**src/rtl/iq_ddr_pkg.sv**
```systemverilog
package iq_ddr_pkg;

    parameter int unsigned IQ_W = 16;

    typedef logic signed [IQ_W-1:0] iq_word_t;

    typedef struct packed {
        iq_word_t re;
        iq_word_t im;
    } iq_pair_t;

    typedef enum logic {
        IDLE_REPEAT = 1'b0,
        IDLE_SILENT = 1'b1
    } idle_mode_e;

    localparam iq_pair_t PAIR_ZERO = '0;

    // Value the capture stage takes on an edge without a valid strobe.
    function automatic iq_pair_t idle_fill(input idle_mode_e mode, input iq_pair_t last);
        return (mode == IDLE_SILENT) ? PAIR_ZERO : last;
    endfunction

endpackage

```
**src/rtl/iq_capture.sv**
```systemverilog
module iq_capture
    import iq_ddr_pkg::*;
#(
    parameter idle_mode_e IDLE_MODE = IDLE_REPEAT
) (
    input  logic     clk,
    input  logic     rst,
    input  logic     valid,
    input  iq_pair_t in_pair,
    output iq_pair_t held_pair
);

    always_ff @(posedge clk) begin
        if (rst) begin
            held_pair <= PAIR_ZERO;
        end else if (valid) begin
            held_pair <= in_pair;
        end else begin
            held_pair <= idle_fill(IDLE_MODE, held_pair);
        end
    end

endmodule

```
**src/rtl/ddr_out_cell.sv**
```systemverilog
module ddr_out_cell (
    input  logic clk,
    input  logic rst,
    input  logic d_rise,
    input  logic d_fall,
    output logic q
);

    logic rise_r;
    logic fall_r;

    // Both phases are loaded on the same rising edge.
    always_ff @(posedge clk) begin
        if (rst) begin
            rise_r <= 1'b0;
            fall_r <= 1'b0;
        end else begin
            rise_r <= d_rise;
            fall_r <= d_fall;
        end
    end

    // Behavioural half-cycle select.
    assign q = clk ? rise_r : fall_r;

endmodule

```
**src/rtl/iq_ddr_tx.sv**
```systemverilog
module iq_ddr_tx
    import iq_ddr_pkg::*;
#(
    parameter idle_mode_e IDLE_MODE = IDLE_REPEAT
) (
    input  logic                clk,
    input  logic                rst,
    input  logic                in_valid,
    input  logic [IQ_W-1:0]     in_i,
    input  logic [IQ_W-1:0]     in_q,
    output logic [IQ_W-1:0]     tx_data,
    output logic                tx_clk,
    output logic                tx_frame
);

    localparam logic CLK_HI_LEVEL = 1'b1;
    localparam logic CLK_LO_LEVEL = 1'b0;
    localparam logic FRAME_LEVEL  = 1'b0;

    iq_pair_t in_pair;
    iq_pair_t held_pair;

    assign in_pair.re = iq_word_t'(in_i);
    assign in_pair.im = iq_word_t'(in_q);

    iq_capture #(.IDLE_MODE(IDLE_MODE)) u_capture (
        .clk       (clk),
        .rst       (rst),
        .valid     (in_valid),
        .in_pair   (in_pair),
        .held_pair (held_pair)
    );

    for (genvar lane = 0; lane < IQ_W; lane++) begin : g_lane
        ddr_out_cell u_cell (
            .clk    (clk),
            .rst    (rst),
            .d_rise (held_pair.re[lane]),
            .d_fall (held_pair.im[lane]),
            .q      (tx_data[lane])
        );
    end

    ddr_out_cell u_clk_cell (
        .clk    (clk),
        .rst    (rst),
        .d_rise (CLK_HI_LEVEL),
        .d_fall (CLK_LO_LEVEL),
        .q      (tx_clk)
    );

    ddr_out_cell u_frame_cell (
        .clk    (clk),
        .rst    (rst),
        .d_rise (FRAME_LEVEL),
        .d_fall (FRAME_LEVEL),
        .q      (tx_frame)
    );

endmodule

```
**config.mk**
```make
export PLATFORM = sky130hd
export DESIGN_NAME = iq_ddr_tx
export DESIGN_NICKNAME = d
export VERILOG_FILES = /design/src/rtl/iq_ddr_pkg.sv /design/src/rtl/iq_capture.sv /design/src/rtl/ddr_out_cell.sv /design/src/rtl/iq_ddr_tx.sv
export SDC_FILE = /design/constraint.sdc
export NUM_CORES = 1
export LEC_CHECK = 0
export BUFFER_PORTS_ARGS = -buffer_cell sky130_fd_sc_hd__buf_2
export CAP_MARGIN = 30
export CORE_MARGIN = 2
export CORE_UTILIZATION = 30
export DETAILED_ROUTE_END_ITERATION = 6
export PLACE_DENSITY_LB_ADDON = 0.05
export SYNTH_ARGS = -nofsm -noshare
export SYNTH_HDL_FRONTEND = slang
export SYNTH_SLANG_ARGS = --single-unit
export TNS_END_PERCENT = 100
```
**constraint.sdc**
```tcl
create_clock -name clk -period 0.85 [get_ports clk]
set_clock_uncertainty 0.05 [all_clocks]
set_input_delay 0.1275 -clock clk [delete_from_list [all_inputs] [get_ports clk]]
set_output_delay 0.1275 -clock clk [all_outputs]
set_load 0.03 [all_outputs]
```
==> summary.md, run 1 <==
| Metric | Value |
|---|---|
| Reported leakage power | 1.63 nW |
| Maximum number of pins on one net before global-route repair | 36 |
| Setup repair after global routing missed its margin | true |
| Top cells by area, synth | dfxtp_1, mux2i_1, nor2b_1 |
| Number of max-cap violations | 0 |
| Starting utilization of the core area | 0.311 |
| Post-synthesis cell type with the largest combined area | dfxtp_1 |
| Worst hold start | rst |
| Detailed router's first-iteration violation count | 26 |
| Yosys cell types | 15 |
| CP endpoint kind | output pin |
| CP startpoint kind | clock port |
| Total vias in the final route | 1582 |
| Number of filler instances in the final layout | 751 |
| Arrival time of data at the critical path endpoint | 1.26 ns |
| Core Region | 7770 sq um |
| Warnings, synthesis | 0 |
| CTS tree | yes |
| Sum of internal, switching and leakage power | 10.5 mW |
| Max Transition Viols Final | 0 |
| Latest clock arrival within the worst-skew pair | 0.44 ns |
| Detailed-route vias per instance | 3.95 |
| Part of the Yosys area used for sequential elements | 0.539 |
| Worst VDD drop | 0.00114 V |
| Required time of the critical path | 0.67 ns |
| Number of I/O pins | 53 |
| Destination of the worst hold path | u_clk_cell.rise_r$_DFF_P_ |
| Netlist Area Pre-Place | 2420 sq um |
| Nets in the synthesized netlist | 245 |
| Minimum setup slack in the final design | -0.591 ns |
| Number of antenna violations at the first check in global routing | 0 |
| Failing checks | setup timing |
| Final weighted congestion of routability-driven global placement | 0.645 |
| Fraction of final layout cells sized beyond drive strength 1 | 0.344 |
| Number of endpoints with negative hold slack in the final report | 0 |
| GRT Total Usage | 0.123 |
| Count of unresolved DRC violations after routing | 0 |
| Top library cells by usage in the layout, fill and taps aside | dfxtp_1, buf_2 |
| Final ANT Viol Nets | 0 |
| Wire length of the first global-routing pass | 7960 microns |
| Post-DR wirelength/cell | 11.7 microns |
| Global route total overflow | 0 |
| Kind of critical path | clk2out |
| Register-to-register setup slack | 0.20 ns |
| Syn-to-layout area delta | 46.5% |
| Number of global-route vias before repair | 1856 |
| Outcome | finished, violations left |
| Worst hold stages | 3 |
| Clock-pin slew of the registers on the worst-case setup and hold paths | 0.07 ns |
| Number of core rows | 32 |
| Path category of the worst min-delay check | in2reg |
| Top-area cell type share of the netlist area | 0.539 |
| Antenna Cells | 0 |
| Crit Path Max Fanout | 5 |
| Port bufs | 51 |
| Full die area | 8790 sq um |
| Nets | 326 |
| Count of endpoints failing setup in the final report | 18 |
| Average cell area after synthesis | 11.5 sq um |
| Post-synthesis sequential element count | 65 |
| Critical register-to-register path startpoint | u_capture.held_pair[17]$_SDFFE_PP0P_ |
| Ratio of total power to cell area | 2970 nW/um^2 |
| First-pass DRT Iterations | 3 |
| Post-Place Setup Slack | -0.192 ns |
| Worst reg-to-reg path cell count | 2 |
| Post-synthesis instance total | 210 |
| Total detailed-routing wirelength | 4680 microns |
| Area of all sequential standard cells | 1300 sq um |
| Chip Width | 93.7 microns |
| Multi-input gate area in the final layout | 867 sq um |
| Vert. Die Dim | 93.7 microns |
| Final HPWL DP | 2850 microns |
| Most common cell after layout, fill and taps aside | dfxtp_1 |
| Worst r2r dst | u_capture.held_pair[17]$_SDFFE_PP0P_ |
## cells in the mapped netlist
cell,number
mux2i_1,32
conb_1,1
and2_2,1
inv_1,1
clkbuf_1,1
buf_2,6
dfxtp_1,65
buf_8,3
buf_6,1
buf_12,1
nor2_1,32
nor2b_1,32
mux2_4,9
mux2_2,7
buf_4,18
## power by group
group          switching [mW]  internal (mW)  leakage (nW)  total, mW
Clock                    2.42           4.33         0.455       6.75
Combinational           0.199          0.315         0.642      0.514
Sequential             0.0550           3.20         0.534       3.25
Total                    2.68           7.84          1.63       10.5
## repair_timing
item | 4_1_cts | 5_1_grt
buffers inserted | 2 | 0
hold buffers | 32 | 0
hold endpoints to repair | 32 | 0
endpoints found under the setup margin | 18 | 18
gates resized for setup | 36 | 2
cloned | 0 | 0
## worst max-delay path: stages
cell	delay (ns)
buf_8	0.10
clkbuf_16	0.15
clkbuf_16	0.15
mux2_4	0.30
buf_6	0.14
## state kept, by name (all words and copies together) (netlist names)
signal	count
g_lane.u_cell.fall_r	16
g_lane.u_cell.rise_r	16
u_capture.held_pair	32
u_clk_cell.rise_r	1
## layer usage
| layer | vias to the layer above | track usage | part of all wire |
|---|---|---|---|
| li1 | 818 | - | - |
| met1 | 682 | 0.131 | 0.46 |
| met2 | 64 | 0.138 | 0.41 |
| met3 | 18 | 0.110 | 0.094 |
| met4 | 0 | 0.116 | 0.040 |
| met5 | - | 0 | 0 |
## cells by family after synthesis
logic type / count (synthesis) / share of synthesized area
muxes: 48 / 0.221
DFF: 65 / 0.539
and+or+nand+nor: 65 / 0.136
buffers and inverters: 31 / 0.103
other: 1 / 0.00155
## how the worst max path moves through the flow
stage                             end  start  depth (start not counted)
after CTS                  tx_data[7]    clk                          5
final                      tx_data[7]    clk                          5
after detailed placement  tx_data[10]    clk                          2
after floorplan           tx_data[10]    clk                          4
after global placement    tx_data[10]    clk                          2
after global routing       tx_data[7]    clk                          5
## cell type report
| cell class | instances | share of cell area |
|---|---|---|
| Timing Repair Buffer | 72 | 0.165 |
| Clock inverter | 4 | 0.0127 |
| Inverter | 1 | 0.00106 |
| Multi-Input combinational cell | 114 | 0.245 |
| Tap cell | 102 | 0.0361 |
| Clock buffer | 43 | 0.172 |
| Sequential cell | 65 | 0.368 |
## stage by stage
step	hold slack (ns)	instance area (sq um)	utilization	std cells	TNS, ns
after floorplan	0.224	2480	-	210	-5.98
after global placement	0.310	2650	0.341	339	-3.67
after detailed placement	0.317	2650	0.341	339	-4.20
after CTS	0.0131	3540	0.455	401	-10.38
after global routing	0.0209	3540	0.456	401	-10.14
final	0.0351	3540	0.456	401	-9.76
No activity file was read; power rests on OpenSTA's default activity.
==> inputs of run 2 (changes only) <==
--- a/config.mk
+++ b/config.mk
@@ -11,6 +11,7 @@
 export CORE_UTILIZATION = 30
 export DETAILED_ROUTE_END_ITERATION = 6
 export PLACE_DENSITY_LB_ADDON = 0.05
+export REMOVE_ABC_BUFFERS = 1
 export SYNTH_ARGS = -nofsm -noshare
 export SYNTH_HDL_FRONTEND = slang
 export SYNTH_SLANG_ARGS = --single-unit
==> summary.md, run 2 (same netlist as run 1, synthesis figures left out) <==
| Metric | Value |
|---|---|
| Total vias in the final route | 1629 |
| Total detailed-routing wirelength | 4430 microns |
| Slowest cell on crit path | mux2_4 |
| Port bufs | 51 |
| Clock-pin slew of the registers on the worst-case setup and hold paths | 0.07 ns |
| Standard cell area after detailed placement | 2630 sq um |
| Kind of critical path | clk2out |
| Most common cell after layout, fill and taps aside | dfxtp_1 |
| Detailed router's first-iteration violation count | 26 |
| Number of filler instances in the final layout | 736 |
| End-of-flow core utilization | 0.462 |
| Critical path startpoint | clk |
| Starting utilization of the core area | 0.311 |
| Number of max-cap violations | 0 |
| Minimum setup slack in the final design | -0.568 ns |
| Worst r2r dst | u_capture.held_pair[30]$_SDFFE_PP0P_ |
| Detailed-route vias per instance | 4.03 |
| Latest clock arrival within the worst-skew pair | 0.44 ns |
| Number of endpoints with negative hold slack in the final report | 0 |
| Worst reg-to-reg path cell count | 2 |
| Post-DR wirelength/cell | 11.0 microns |
| First-pass DRT Iterations | 4 |
| Maximum number of pins on one net before global-route repair | 37 |
| Syn-to-layout area delta | 48.6% |
| Chip Width | 93.7 microns |
| Number of core rows | 32 |
| Reported leakage power | 1.65 nW |
| Vert. Die Dim | 93.7 microns |
| Final cell area excluding filler cells | 3590 sq um |
| Post-Place Setup Slack | -0.192 ns |
| Top library cells by usage in the layout, fill and taps aside | dfxtp_1, buf_2, dlygate4sd3_1 |
| Number of antenna violations at the first check in global routing | 0 |
| M1 wire length | 1800 microns |
| Routed length on met2 | 2010 microns |
| Routed wire length on met3 | 465 microns |
| GRT Total Usage | 0.113 |
| Largest register by flop count | u_capture.held_pair |
| Worst VDD drop | 0.00111 V |
| Final HPWL DP | 2440 microns |
| Count of endpoints failing setup in the final report | 18 |
| Failing checks | setup timing |
| Register-to-register setup slack | 0.21 ns |
| Core Region | 7770 sq um |
| Max reg flops | 32 |
| Slowest cell delay on critical path | 0.30 ns |
| CTS tree | yes |
| CP startpoint kind | clock port |
| Path category of the worst min-delay check | in2reg |
| Top Registers | u_capture.held_pair (32), g_lane.u_cell.fall_r (16), g_lane.u_cell.rise_r (16) |
| Full die area | 8790 sq um |
| Count of unresolved DRC violations after routing | 0 |
| Number of I/O pins | 53 |
| CP endpoint kind | output pin |
| Antenna Cells | 0 |
| Setup repair after global routing missed its margin | true |
| Nets | 328 |
| Final weighted congestion of routability-driven global placement | 0.627 |
| Critical register-to-register path startpoint | u_capture.held_pair[30]$_SDFFE_PP0P_ |
| Wire length of the first global-routing pass | 7300 microns |
| Arrival time of data at the critical path endpoint | 1.24 ns |
| Outcome | finished, violations left |
| Max Transition Viols Final | 0 |
| Global route total overflow | 0 |
| Required time of the critical path | 0.67 ns |
| Ratio of total power to cell area | 3120 nW/um^2 |
| Final ANT Viol Nets | 0 |
| Fraction of final layout cells sized beyond drive strength 1 | 0.351 |
| Worst path cell trace | buf_8 -> buf_8 -> clkbuf_16 -> mux2_4 -> buf_6 |
| Crit Path Max Fanout | 4 |
| Number of global-route vias before repair | 1788 |
| Highest metal layer with signal wires | met4 |
| End point of the critical path | tx_data[2] |
| Cell mode on critical path | buf_8 |
run 2: worst min path at each step:
stage	from	to	slack (ns)	cells after the start
6_report	in_valid	u_capture.held_pair[20]$_SDFFE_PP0P_	0.12	4
2_1_floorplan	rst	u_clk_cell.rise_r$_DFF_P_	0.13	1
5_1_grt	in_valid	u_capture.held_pair[20]$_SDFFE_PP0P_	0.13	4
4_1_cts	in_valid	u_capture.held_pair[20]$_SDFFE_PP0P_	0.1	4
3_3_place_gp	in_i[15]	u_capture.held_pair[31]$_SDFFE_PP0P_	0.31	3
3_5_place_dp	in_i[0]	u_capture.held_pair[16]$_SDFFE_PP0P_	0.32	3
run 2: metal layers:
metal / track usage / up-vias
li1: - / 826
met4: 0.104 / 0
met5: 0 / -
met2: 0.148 / 65
met1: 0.108 / 721
met3: 0.0971 / 17
run 2: worst max-delay path: cells and delay by family:
| kind | cells | cell delay, ns |
|---|---|---|
| buffers and inverters | 4 | 0.52 |
| muxes | 1 | 0.30 |
run 2: final cells by class:
type | instances | area, sq um | area share
repair buffers | 72 | 576 | 0.160
well taps | 102 | 128 | 0.0356
clock inverters | 9 | 131 | 0.0366
inverters | 1 | 3.75 | 0.00105
clock buffers | 41 | 579 | 0.161
flip-flops and latches | 65 | 1300 | 0.362
multi-input cells | 114 | 871 | 0.243
run 2: where the power goes:
| part | internal (mW) | total (mW) | switching (mW) |
|---|---|---|---|
| logic | 0.309 | 0.505 | 0.196 |
| registers | 3.19 | 3.24 | 0.0483 |
| clock network | 4.85 | 7.47 | 2.62 |
run 2: per-stage QoR:
step / cells / TNS, ns / power (mW) / hold WS, ns
after floorplan: 180 / -1.36 / 4.32 / 0.134
after global placement: 338 / -3.91 / 4.68 / 0.314
after detailed placement: 338 / -4.12 / 4.68 / 0.319
after CTS: 400 / -10.33 / 11.1 / 0.0989
after global routing: 404 / -9.57 / 11.8 / 0.131
final: 404 / -9.21 / 11.2 / 0.116
run 2: repair_timing:
| item | in CTS | in global routing |
|---|---|---|
| buffers inserted | 0 | 4 |
| gates resized for setup | 34 | 5 |
| setup endpoints to repair | 18 | 18 |
| cloned | 0 | 0 |
| hold endpoints to repair | 33 | 0 |
| hold buffers | 33 | 0 |
==> inputs of run 3 (changes only) <==
--- a/config.mk
+++ b/config.mk
@@ -14,5 +14,6 @@
 export REMOVE_ABC_BUFFERS = 1
 export SYNTH_ARGS = -nofsm -noshare
 export SYNTH_HDL_FRONTEND = slang
+export SYNTH_HIERARCHICAL = 1
 export SYNTH_SLANG_ARGS = --single-unit
 export TNS_END_PERCENT = 100
==> constraint.sdc (replaced) <==
create_clock -name clk -period 1.7 [get_ports clk]
set_clock_uncertainty 0.05 [all_clocks]
set_input_delay 0.255 -clock clk [delete_from_list [all_inputs] [get_ports clk]]
set_output_delay 0.255 -clock clk [all_outputs]
set_load 0.03 [all_outputs]
==> summary.md, run 3 <==
| Metric | Value |
|---|---|
| Outcome | finished, violations left |
| Failing checks | setup timing |
| Vert. Die Dim | 93.2 microns |
| Count of unresolved DRC violations after routing | 0 |
| End-of-flow core utilization | 0.443 |
| Worst VDD drop | 0.00103 V |
| Number of filler instances in the final layout | 759 |
| Full die area | 8690 sq um |
| Setup repair after global routing missed its margin | true |
| Path category of the worst min-delay check | in2reg |
| Arrival time of data at the critical path endpoint | 1.70 ns |
| Most used flip-flop cell after synthesis | dfxtp_1 |
| Syn-to-layout area delta | 43.5% |
| Port bufs | 52 |
| Top cells by area, synth | dfxtp_1, mux2i_1, mux2_4 |
| Number of endpoints with negative hold slack in the final report | 0 |
| Max Transition Viols Final | 0 |
| Top-area cell type share of the netlist area | 0.570 |
| Starting utilization of the core area | 0.309 |
| Ys async rst share | 0 |
| # placed instances | 346 |
| Maximum number of pins on one net before global-route repair | 69 |
| Number of I/O pins | 53 |
| Post-synthesis instance total | 195 |
| Detailed-route vias per instance | 4.04 |
| Post-synthesis cell type with the largest combined area | dfxtp_1 |
| Wire length of the first global-routing pass | 7400 microns |
| Number of synthesized flops with an enable pin | 0 |
| Nets | 317 |
| Post-Place Setup Slack | 0.105 ns |
| CTS tree | yes |
| Average cell area after synthesis | 12.2 sq um |
| Detailed router's first-iteration violation count | 35 |
| Multi-input gate area in the final layout | 951 sq um |
| Core Region | 7730 sq um |
| Final weighted congestion of routability-driven global placement | 0.645 |
| Number of max-cap violations | 0 |
| Top library cells by usage in the layout, fill and taps aside | dfxtp_1, nor2b_1, buf_2 |
| CP startpoint kind | clock port |
| Chip Width | 93.2 microns |
| Post-DR wirelength/cell | 11.2 microns |
| Number of core rows | 32 |
| Global route total overflow | 0 |
| Number of antenna violations at the first check in global routing | 0 |
| Netlist Area Pre-Place | 2390 sq um |
| Warnings, synthesis | 6 |
| Antenna Cells | 0 |
| Area of all sequential standard cells | 1360 sq um |
| Largest register by flop count | u_capture/held_pair |
| Yosys cell types | 9 |
| Total vias in the final route | 1577 |
| Fraction of final layout cells sized beyond drive strength 1 | 0.337 |
| Number of global-route vias before repair | 1750 |
| Most common cell after layout, fill and taps aside | dfxtp_1 |
| Count of endpoints failing setup in the final report | 18 |
| Minimum setup slack in the final design | -0.302 ns |
| Post-synthesis sequential element count | 68 |
| Most common library cells after synthesis | dfxtp_1, nor2b_1, mux2i_1, nor2_1, mux2_4 |
| Latest clock arrival within the worst-skew pair | 0.43 ns |
| Kind of critical path | clk2out |
| Final HPWL DP | 2270 microns |
| Max reg flops | 32 |
| CP endpoint kind | output pin |
| Total Neg Setup Slack | -5.27 ns |
| Final Instance Count excl. Fillers | 390 |
| Crit Path Max Fanout | 4 |
| Reported leakage power | 1.58 nW |
| Count leader, synth | dfxtp_1 |
| Clock-pin slew of the registers on the worst-case setup and hold paths | 0.06 ns |
| Ratio of total power to cell area | 1510 nW/um^2 |
| Top Registers | u_capture/held_pair (32), g_lane.u_cell/fall_r (16), g_lane.u_cell/rise_r (16) |
| Total detailed-routing wirelength | 4350 microns |
| GRT Total Usage | 0.116 |
| Required time of the critical path | 1.39 ns |
| Final ANT Viol Nets | 0 |
| First-pass DRT Iterations | 4 |
| Part of the Yosys area used for sequential elements | 0.570 |
-- run 3: cell count changes after synthesis --
cell and change:
mux2_2 -7, buf_8 -3, inv_1 -1, and2_2 -1, nor2b_1 +4, mux2_4 +9, clkbuf_1 +2, conb_1 +1
buf_4 -18, buf_12 +2, buf_2 -6, dfxtp_1 +3
-- run 3: per-layer routing --
layer,GRT usage,wire length (microns)
met1,0.124,1880
met5,0,0
met4,0.138,248
met3,0.0838,446
met2,0.132,1780
-- run 3: through the flow --
step / cell area (sq um) / power, mW / hold slack [ns]
after floorplan: 2310 / 2.32 / 0.277
after global placement: 2740 / 2.50 / 0.397
after detailed placement: 2740 / 2.50 / 0.398
after CTS: 3420 / 5.26 / 0.0000996
after global routing: 3430 / 5.44 / 0.0121
final: 3430 / 5.16 / 0.0149
-- run 3: worst paths after layout --
path                                           to  slack [ns]  cells after the start                            startpoint
max                                    tx_data[3]       -0.30                      5                                   clk
min          u_capture/held_pair[17]$_SDFFE_PP0P_        0.01                      3                               in_i[1]
max reg2reg   u_capture/held_pair[7]$_SDFFE_PP0P_        1.05                      2   u_capture/held_pair[7]$_SDFFE_PP0P_
min reg2reg   g_lane[14].u_cell/rise_r$_SDFF_PP0_        0.41                      1  u_capture/held_pair[30]$_SDFFE_PP0P_
-- run 3: kinds of logic after synthesis --
group,count (synthesis),share of synthesized area
buffers and inverters,7,0.0346
AND/OR/NAND/NOR,68,0.145
other,2,0.00315
flip-flops,68,0.570
multiplexers,50,0.247
-- run 3: cell type report --
type,instances,area share
Multi-Input combinational cell,122,0.278
Clock buffer,42,0.171
Sequential cell,68,0.397
Timing Repair Buffer,53,0.111
Clock inverter,3,0.00548
Tap cell,102,0.0373
-- run 3: where the power goes --
group          switching (mW)  internal, mW  total, mW  leakage, nW
Sequential             0.0248          1.67       1.70        0.559
Clock                    1.29          1.96       3.25        0.460
Combinational          0.0922         0.126      0.218        0.564
Total                    1.40          3.76       5.16         1.58
-- run 3: critical path, stage by stage --
cell	delay, ns
buf_8	0.10
clkbuf_16	0.15
clkbuf_16	0.15
mux2_4	0.30
buf_6	0.14
-- run 3: repair_timing --
action,in CTS,in global routing
buffers inserted,0,1
gates resized for setup,37,1
endpoints found under the setup margin,18,18
pin swaps,0,0
hold buffers,17,0
endpoints found under the hold margin,17,0
